## config.mk

```make
export PLATFORM = sky130hd
export DESIGN_NAME = tmr_capture_unit
export DESIGN_NICKNAME = d
export VERILOG_FILES = /design/src/rtl/cap_pkg.sv /design/src/rtl/cap_sync_edge.sv /design/src/rtl/cap_source_sel.sv /design/src/rtl/cap_bus_port.sv /design/src/rtl/tmr_capture_unit.sv
export SDC_FILE = /design/constraint.sdc
export NUM_CORES = 1
export LEC_CHECK = 0
export ABC_AREA = 0
export BUFFER_PORTS_ARGS = -buffer_cell sky130_fd_sc_hd__buf_2
export CORE_ASPECT_RATIO = 1.2
export CORE_UTILIZATION = 30
export DETAILED_ROUTE_END_ITERATION = 10
export PLACE_DENSITY = 0.55
export SYNTH_ARGS = -nofsm -noshare
export SYNTH_HDL_FRONTEND = slang
export SYNTH_SLANG_ARGS = --single-unit
```

## constraint.sdc

```tcl
create_clock -name clk -period 3.5 [get_ports clk]
set_input_delay 0.175 -clock clk [delete_from_list [all_inputs] [get_ports clk]]
set_output_delay 0.175 -clock clk [all_outputs]
set_load 0.02 [all_outputs]
```

## src/rtl/cap_pkg.sv

```systemverilog
package cap_pkg;

    typedef enum logic [1:0] {
        MODE_OFF   = 2'b00,
        MODE_PINS  = 2'b01,
        MODE_SPLIT = 2'b10,
        MODE_TFF   = 2'b11
    } cap_mode_e;

    localparam int ADDR_W    = 3;
    localparam int SWCAP_BIT = 2;

    localparam logic [ADDR_W-1:0] ADR_C1_LO = 3'd0;
    localparam logic [ADDR_W-1:0] ADR_C1_HI = 3'd1;
    localparam logic [ADDR_W-1:0] ADR_C2_LO = 3'd2;
    localparam logic [ADDR_W-1:0] ADR_C2_HI = 3'd3;
    localparam logic [ADDR_W-1:0] ADR_CTRL  = 3'd4;

endpackage

```

## src/rtl/cap_sync_edge.sv

```systemverilog
module cap_sync_edge #(
    parameter int STAGES = 2
) (
    input  logic clk,
    input  logic rst_n,
    input  logic din,
    output logic rise,
    output logic fall
);

    logic lvl;
    logic lvl_d;

    generate
        if (STAGES == 0) begin : g_direct
            assign lvl = din;
        end else begin : g_sync
            logic [STAGES-1:0] chain;
            always_ff @(posedge clk or negedge rst_n) begin
                if (!rst_n) begin
                    chain <= '0;
                end else begin
                    chain[0] <= din;
                    for (int i = 1; i < STAGES; i++) begin
                        chain[i] <= chain[i-1];
                    end
                end
            end
            assign lvl = chain[STAGES-1];
        end
    endgenerate

    always_ff @(posedge clk or negedge rst_n) begin
        if (!rst_n) lvl_d <= 1'b0;
        else        lvl_d <= lvl;
    end

    assign rise = lvl & ~lvl_d;
    assign fall = ~lvl & lvl_d;

    AST_RISE_SINGLE: assert property (@(posedge clk) disable iff (!rst_n)
        rise |=> !rise);
    AST_FALL_SINGLE: assert property (@(posedge clk) disable iff (!rst_n)
        fall |=> !fall);

endmodule

```

## src/rtl/cap_source_sel.sv

```systemverilog
module cap_source_sel
    import cap_pkg::*;
(
    input  cap_mode_e  mode,
    input  logic [2:0] rise,
    input  logic [2:0] fall,
    output logic       ld1,
    output logic       ld2,
    output logic       irq_evt
);

    logic unused_fall_b;
    assign unused_fall_b = fall[1];

    always_comb begin
        ld1     = 1'b0;
        ld2     = 1'b0;
        irq_evt = rise[0];
        unique case (mode)
            MODE_OFF: begin
                ld1 = 1'b0;
                ld2 = 1'b0;
            end
            MODE_PINS: begin
                ld1 = rise[0];
                ld2 = rise[1];
            end
            MODE_SPLIT: begin
                ld1     = rise[0];
                ld2     = fall[0];
                irq_evt = fall[0];
            end
            MODE_TFF: begin
                ld1 = rise[2];
                ld2 = fall[2];
            end
        endcase
    end

endmodule

```

## src/rtl/cap_bus_port.sv

```systemverilog
module cap_bus_port
    import cap_pkg::*;
#(
    parameter int DATA_W = 8
) (
    input  logic                clk,
    input  logic                rst_n,
    input  logic                wr_en,
    input  logic                rd_en,
    input  logic [ADDR_W-1:0]   addr,
    input  logic [DATA_W-1:0]   wdata,
    input  logic [2*DATA_W-1:0] cap1,
    input  logic [2*DATA_W-1:0] cap2,
    output cap_mode_e           mode,
    output logic                sw_cap,
    output logic [DATA_W-1:0]   rdata
);

    logic              ctrl_wr;
    cap_mode_e         mode_nxt;
    logic [DATA_W-1:0] hold1;
    logic [DATA_W-1:0] hold2;
    logic              unused_wbits;

    assign unused_wbits = ^wdata[DATA_W-1:SWCAP_BIT+1];
    assign ctrl_wr      = wr_en && (addr == ADR_CTRL);

    // next-state: any write moves to the encoded mode
    always_comb begin
        mode_nxt = mode;
        if (ctrl_wr) mode_nxt = cap_mode_e'(wdata[1:0]);
    end

    // state register
    always_ff @(posedge clk or negedge rst_n) begin
        if (!rst_n) mode <= MODE_OFF;
        else        mode <= mode_nxt;
    end

    // outputs: software strobe is active low
    always_comb begin
        sw_cap = ctrl_wr && !wdata[SWCAP_BIT];
    end

    always_ff @(posedge clk or negedge rst_n) begin
        if (!rst_n) begin
            hold1 <= '0;
            hold2 <= '0;
        end else if (rd_en) begin
            if (addr == ADR_C1_LO) hold1 <= cap1[2*DATA_W-1:DATA_W];
            if (addr == ADR_C2_LO) hold2 <= cap2[2*DATA_W-1:DATA_W];
        end
    end

    always_comb begin
        rdata = '0;
        case (addr)
            ADR_C1_LO: rdata = cap1[DATA_W-1:0];
            ADR_C1_HI: rdata = hold1;
            ADR_C2_LO: rdata = cap2[DATA_W-1:0];
            ADR_C2_HI: rdata = hold2;
            ADR_CTRL: begin
                rdata[1:0]       = mode;
                rdata[SWCAP_BIT] = 1'b1;
            end
            default:   rdata = '0;
        endcase
    end

    AST_HOLD1_COPY: assert property (@(posedge clk) disable iff (!rst_n)
        (rd_en && addr == ADR_C1_LO) |=> hold1 == $past(cap1[2*DATA_W-1:DATA_W]));
    AST_HOLD2_COPY: assert property (@(posedge clk) disable iff (!rst_n)
        (rd_en && addr == ADR_C2_LO) |=> hold2 == $past(cap2[2*DATA_W-1:DATA_W]));

endmodule

```

## src/rtl/tmr_capture_unit.sv

```systemverilog
module tmr_capture_unit
    import cap_pkg::*;
#(
    parameter int DATA_W      = 8,
    parameter int SYNC_STAGES = 2
) (
    input  logic                clk,
    input  logic                rst_n,
    input  logic [2*DATA_W-1:0] cnt_val,
    input  logic                ext_a,
    input  logic                ext_b,
    input  logic                tff_in,
    input  logic                wr_en,
    input  logic                rd_en,
    input  logic [ADDR_W-1:0]   addr,
    input  logic [DATA_W-1:0]   wdata,
    output logic [DATA_W-1:0]   rdata,
    output logic                irq_a
);

    localparam int CNT_W = 2 * DATA_W;
    localparam int N_SRC = 3;
    localparam int TFF_IDX = 2;

    logic [N_SRC-1:0] pins;
    logic [N_SRC-1:0] rise;
    logic [N_SRC-1:0] fall;
    logic             ld1;
    logic             ld2;
    logic             irq_evt;
    logic             sw_cap;
    cap_mode_e        mode;
    logic [CNT_W-1:0] cap1;
    logic [CNT_W-1:0] cap2;

    assign pins = {tff_in, ext_b, ext_a};

    generate
        for (genvar i = 0; i < N_SRC; i++) begin : g_edge
            cap_sync_edge #(
                .STAGES((i == TFF_IDX) ? 0 : SYNC_STAGES)
            ) u_edge (
                .clk  (clk),
                .rst_n(rst_n),
                .din  (pins[i]),
                .rise (rise[i]),
                .fall (fall[i])
            );
        end
    endgenerate

    cap_source_sel u_sel (
        .mode   (mode),
        .rise   (rise),
        .fall   (fall),
        .ld1    (ld1),
        .ld2    (ld2),
        .irq_evt(irq_evt)
    );

    cap_bus_port #(.DATA_W(DATA_W)) u_bus (
        .clk   (clk),
        .rst_n (rst_n),
        .wr_en (wr_en),
        .rd_en (rd_en),
        .addr  (addr),
        .wdata (wdata),
        .cap1  (cap1),
        .cap2  (cap2),
        .mode  (mode),
        .sw_cap(sw_cap),
        .rdata (rdata)
    );

    always_ff @(posedge clk or negedge rst_n) begin
        if (!rst_n) begin
            cap1  <= '0;
            cap2  <= '0;
            irq_a <= 1'b0;
        end else begin
            if (ld1 || sw_cap) cap1 <= cnt_val;
            if (ld2)           cap2 <= cnt_val;
            irq_a <= irq_evt;
        end
    end

    AST_OFF_NO_CAP: assert property (@(posedge clk) disable iff (!rst_n)
        (mode == MODE_OFF && !sw_cap) |=> ($stable(cap1) && $stable(cap2)));
    AST_SPLIT_CAP2_FALL: assert property (@(posedge clk) disable iff (!rst_n)
        (mode == MODE_SPLIT && !fall[0]) |=> $stable(cap2));
    AST_IRQ_PULSE: assert property (@(posedge clk) disable iff (!rst_n)
        irq_a |=> !irq_a);
    AST_SW_CAP_VALUE: assert property (@(posedge clk) disable iff (!rst_n)
        sw_cap |=> cap1 == $past(cnt_val));

endmodule

```

=== After elaboration in Yosys (flattened, before gate mapping) ===
Cells that the tools add are included.

* Register bits after elaboration: 58
* Input port bits: 34
* Output and inout port bits: 9
* Logic and storage cells: 42

* Eq/ne operators: 7
* Mux-type cells: 5
* Bitwise operators: 10
* Reductions and logical operators: 9

{| class="wikitable"
|+ Operator list
! kind !! count
|-
| $pmux 5 s4 || 1
|-
| $pmux 3 s5 || 1
|-
| $eq 3x2->1 const B || 2
|-
| $and 1x1->1 || 5
|-
| $not 1->1 || 5
|-
| $eq 2x2->1 const B || 2
|-
| $pmux 1 s4 || 1
|-
| $reduce_and 2->1 || 2
|-
| $eq 3x1->1 const B || 1
|-
| $eq 3x3->1 const B || 1
|-
| $logic_not 3->1 || 1
|-
| $pmux 1 s3 || 1
|-
| $eq 2x1->1 const B || 1
|-
| $logic_and 1x1->1 || 2
|-
| $logic_not 2->1 || 1
|-
| $reduce_or 2->1 || 1
|-
| $logic_not 1->1 || 1
|-
| $logic_or 1x1->1 || 1
|-
| $mux 1 || 1
|}

=== Logic depth before layout (Yosys ltp) ===
* Word-level depth: 4
* Depth in mapped cells: 7
* Gate-level depth less buffers: 5

=== Cells and area by module ===
A second synthesis with hierarchy kept.

* Cells, all modules: 165
* Area total of the unflattened synthesis: 2600.0 µm²

{| class="wikitable"
|+ By module, submodules not included
! module !! times used !! cells an instance !! area each (µm²) !! sequential area each (µm²)
|-
| tmr_capture_unit || 1 || 69 || 1277.5 || 825.8
|-
| cap_bus_port || 1 || 72 || 1008.5 || 450.4
|-
| cap_sync_edge at g_edge[0].u_edge ... || 2 || 5 || 90.1 || 75.1
|-
| cap_source_sel || 1 || 11 || 93.8 || 0.0
|-
| cap_sync_edge at g_edge[2].u_edge || 1 || 3 || 40.0 || 25.0
|}

=== Worst setup path after synthesis ===
OpenSTA, ideal clock, no wires.

* Path type: register to register
* Start point: register u_bus.mode[0]
* End point: register cap2[0]
* Library setup time: 0.125 ns
* Arrival: 1.792 ns
* Required time: 3.375 ns
* Setup slack: 1.584 ns
* Cell stages (with the launch flop): 7
* Buffers on the path: 1
* Clock period less this slack: 1.916 ns
* Path through: dfrtp_1 > inv_1 > ha_1 > and4bb_2 > nor3_4 > buf_4 > mux2_2

* Cells in the longest elaborated chain, start to end: 2
* Elaborated cells between the ends (all ways): 5
* Those cells by class: eq/ne: 3; mux: 1; reduce/logical: 1

{| class="wikitable"
|+ Ends and longest elaborated chain
! what !! RTL line !! source
|-
| start, declared || cap_bus_port.sv:14 || <nowiki>output cap_mode_e mode,</nowiki>
|-
| start signal, assigned || cap_bus_port.sv:37 || <nowiki>else mode <= mode_nxt;</nowiki>
|-
| $eq 2x2->1, or another cell as far along || cap_source_sel.sv:19 || <nowiki>unique case (mode)</nowiki>
|-
| $pmux 1 s4 * || cap_source_sel.sv:19 ||
|-
| end signal, assigned || tmr_capture_unit.sv:82 || <nowiki>if (ld2) cap2 <= cnt_val;</nowiki>
|-
| end, declared || tmr_capture_unit.sv:34 || <nowiki>logic [CNT_W-1:0] cap2;</nowiki>
|}

Mark *: on every way between the ends. The rest lies on a longest branch, timed or not.
A chain may end at the register's enable or synchronous reset.

=== Final worst setup path ===
* Start point: register u_bus.mode[0]
* End point: register cap1[1]

* Cells in the longest elaborated chain, start to end: 4
* Elaborated cells between the ends (all ways): 7
* Those cells by class: eq/ne: 3; mux: 1; reduce/logical: 3

{| class="wikitable"
|+ Ends and longest elaborated chain
! what !! RTL line !! source
|-
| $eq 2x1->1 or $eq 2x2->1 (tied branches) || cap_source_sel.sv:19 ||
|-
| $reduce_or 2->1 (no source line) || n/a ||
|-
| $pmux 1 s3 * || cap_source_sel.sv:19 ||
|-
| $logic_or 1x1->1 * || tmr_capture_unit.sv:81 || <nowiki>if (ld1 || sw_cap) cap1 <= cnt_val;</nowiki>
|-
| end signal, assigned || tmr_capture_unit.sv:81 ||
|-
| end, declared || tmr_capture_unit.sv:33 || <nowiki>logic [CNT_W-1:0] cap1;</nowiki>
|}

Marked as above.

==> key figures <==
Clocking
  • Clock Sinks: 58
  • Clock tree from TritonCTS: yes
  • Setup repair bufs after CTS: 0
  • Clock buffers created by TritonCTS: 9
  • Insertion delay to the later sink of the worst-skew pair: 0.33 ns
  • Cts repair resizes: 0
  • Maximum buffer depth of the clock tree: 2
  • Count of H-tree levels built during CTS: 3
  • Root Buffer: sky130_fd_sc_hd__clkbuf_8
  • Clk slew on worst S/H paths: 0.07 ns

Pwr
  • Leak Pwr: 1.42 nW
  • Worst IR Drop VDD: between 0.0003 and 0.0004 V
  • Power per cell area: 780 nW/um^2

Worst setup path
  • Standard cell with the maximum stage delay on the critical path: sky130_fd_sc_hd__dfrtp_1
  • Worst Path Required: around 3.7 ns
  • Startpoint types: flip-flop
  • Crit-path max FO: 16
  • Arrival @ worst endpoint: 2.25 ns
  • Worst setup path class: flip-flop to flip-flop
  • Buffers plus inverters on the worst setup path: 2
  • Capturing element type of the critical path: flip-flop
  • Kind of cell adding the most delay to the critical path: buffers and inverters
  • Worst-path cell chain: inv_1 > ha_1 > nor4bb_1 > a211o_1 > buf_4 > mux2_2
  • Largest stage delay on the critical path: 0.38 ns

STA
  • Worst max-slew margin expressed relative to the limit: 30.5%
  • Fin. max-slew vios: 0
  • Unrepaired setup endpoints after global routing: no
  • Clock period minus worst slack: 2.03 ns
  • Final setup violation count: 0
  • Tightest Pin Transition: ~1.0 ns
  • Final Hold Vio Count: 0
  • Setup TNS: 0 ns
  • Maximum frequency from static timing analysis: 493 MHz
  • Setup skew after layout: 0.00614 ns
  • Final critical-path share of the clock period: 58.0%

Floorplan
  • Initial Utilization: a little under a third
  • Placeable core area: 8200 sq um
  • Floorplan die area: slightly below 9000 sq um
  • Number of placed I/O pins: 43
  • Die outline height: 103 microns
  • Overall die width: 86.5 microns
  • Number of rows in the core area: 36

Final layout
  • Number of antenna repair diodes: 0
  • Share of cells above drive strength 1: 55.4%
  • Layout-stage area growth over the synthesis result: 23.5%
  • Nets@finish: roughly 250
  • Non-Filler Cell Area, Final: about 3200 sq um
  • Post-route non-filler standard cell count: 327
  • Count of filler cells inserted in the layout: 823

Logic synthesis
  • Cell with the most instances after synthesis: sky130_fd_sc_hd__dfrtp_1
  • Part of the Yosys area used for sequential elements: 56.5%
  • Yosys top cell by area: sky130_fd_sc_hd__dfrtp_1
  • Cell count after synthesis: ~160
  • Area share of the largest cell type after synthesis: 56.5%
  • Share of flip-flops with an asynchronous set or reset after synthesis: 100%
  • Number of library cell types mapped by synthesis: 28
  • Net count after synthesis: around 200
  • Largest cells by area after synthesis: sky130_fd_sc_hd__dfrtp_1 57%, sky130_fd_sc_hd__mux2_2 17%, sky130_fd_sc_hd__mux2_4 5.8%
  • Synthesis Warnings: 0
  • Number of flops mapped to enable cells by yosys: 0
  • Most used flip-flop cell after synthesis: sky130_fd_sc_hd__dfrtp_1
  • Top cells by instance count after synthesis: 58 x sky130_fd_sc_hd__dfrtp_1, 38 x sky130_fd_sc_hd__mux2_2, 10 x sky130_fd_sc_hd__mux2_4, 6 x sky130_fd_sc_hd__mux4_2
  • Post-Syn Area per Cell: 16.1 sq um
  • Synthesis-stage register bit count: 58
  • Total standard cell area after synthesis: 2570 sq um

Placed design
  • Placed wire-length estimate after detailed placement: between 3 and 4 mm
  • Number of placed instances with taps included: 307
  • Count of input and output buffers: 37
  • Placed cell area: 2880 sq um
  • GP Congestion: 0.729

Route
  • Detailed Routing Iterations Pass 1: 4
  • Remaining antenna violation count: 0
  • Detail-routed via count per cell: 4.51
  • DRC viols: 0
  • Number of DRC markers after the initial detailed-route iteration: 45
  • Detailed-route wire length per cell: between 15 and 20 microns
  • Final Routed Wirelength: ~5 mm
  • Number of vias in the routed layout: between 1000 and 1500

Hold path
  • Hold crit path type: primary input to flip-flop

Run
  • Max cap viols: 0

GRT
  • Total global routing overflow: 0
  • Largest net degree at the start of global routing: 31
  • Wire length of the first global-routing pass: 8.28 mm
  • Initial antenna violation count: 0
  • Number of global-route vias before repair: between 1500 and 2000
  • All-Layer GR Usage: about an eighth

Outcome
  • Run status: finished, final reports clean
## through the flow
| stage | power, mW | util (%) | hold slack, ns | setup WS (ns) |
|---|---|---|---|---|
| detailed placement | 1.73 | 35.1 | 0.254 | 1.46 |
| CTS | 2.51 | 38.7 | 0.0457 | 1.47 |
| global route | 2.61 | 38.7 | 0.0588 | 1.36 |
| finish | 2.47 | 38.7 | 0.0599 | 1.47 |
| floorplan | 1.56 | - | -0.121 | 1.58 |
| global placement | 1.70 | 35.1 | 0.253 | 1.43 |
## state kept, by name, indices dropped and copies added, names as in the netlist
signal and count:
cap1 16, cap2 16, u_bus.hold1 8, u_bus.hold2 8
g_edge.u_edge.g_sync.chain 4, g_edge.u_edge.lvl_d 3, u_bus.mode 2, irq_a 1
## worst register-to-register path, cell delays in order, from the launching register on
cell and delay, ns:
sky130_fd_sc_hd__dfrtp_1 0.38, sky130_fd_sc_hd__inv_1 0.10, sky130_fd_sc_hd__ha_1 0.26, sky130_fd_sc_hd__nor4bb_1 0.32, sky130_fd_sc_hd__a211o_1 0.15, sky130_fd_sc_hd__buf_4 0.31, sky130_fd_sc_hd__mux2_2 0.39
## per-layer routing
metal,global-route usage (%),wire length [microns],up-vias
li1,-,-,686
met1,16.5,2340,739
met2,19.8,2310,38
met3,4.92,251,12
met4,5.77,101,0
met5,0,0,-
## cell type report
cell class              count  area, sq um  area share [%]
flip-flops and latches     58         1450            45.8
multi-input cells          90         1060            33.3
repair buffers             45          255            8.05
clock buffers              11          151            4.77
well taps                 114          143            4.50
clock inverters             5          100            3.16
inverters                   4         15.0           0.473
## timing repair
item                                   in CTS  in global routing
endpoints found under the hold margin      32                  0
setup endpoints to repair                   0                  0
hold buffers                                4                  0
## cells in the final DEF, fill, tap and decap left out, types with 2 or more instances in the layout
cell type / instances
sky130_fd_sc_hd__and2_1: 5
sky130_fd_sc_hd__and4bb_2: 3
sky130_fd_sc_hd__buf_2: 37
sky130_fd_sc_hd__buf_4: 4
sky130_fd_sc_hd__bufinv_16: 3
sky130_fd_sc_hd__clkbuf_8: 11
sky130_fd_sc_hd__clkinv_2: 2
sky130_fd_sc_hd__dfrtp_1: 58
sky130_fd_sc_hd__dlygate4sd3_1: 4
sky130_fd_sc_hd__ha_1: 4
sky130_fd_sc_hd__inv_1: 4
sky130_fd_sc_hd__mux2_2: 38
sky130_fd_sc_hd__mux2_4: 10
sky130_fd_sc_hd__mux4_2: 6
sky130_fd_sc_hd__nand2_1: 5
sky130_fd_sc_hd__nor4bb_1: 2
sky130_fd_sc_hd__o21ai_0: 3
sky130_fd_sc_hd__o41ai_1: 2
## kinds of logic after synthesis
kind of cell	count (synthesis)	synth area share, %
flops	58	56.5
mux	56	29.2
simple gates	22	7.51
buf+inv	11	2.58
compound gates	8	2.24
fa+ha+maj	4	1.95
## worst paths after layout
kind	slack [ns]	startpoint	endpoint	depth (start not counted)
setup reg to reg	1.47	u_bus.mode[0]	cap1[1]	6
min in group asynchronous	0.41	rst_n	cap1[0]	2
setup / recovery	1.47	u_bus.mode[0]	cap1[1]	6
hold / removal	0.06	wdata[1]	u_bus.mode[1]	3
max in group asynchronous	2.26	rst_n	cap1[4]	3
hold reg to reg	0.36	g_edge[1].u_edge.g_sync.chain[0]	g_edge[1].u_edge.g_sync.chain[1]	0
## report_power, final
group,internal [mW],switching (mW)
sequential,0.961,0.143
combinational,0.393,0.213
clock,0.509,0.254
total,1.86,0.610
(Power assumes the default switching activity.)
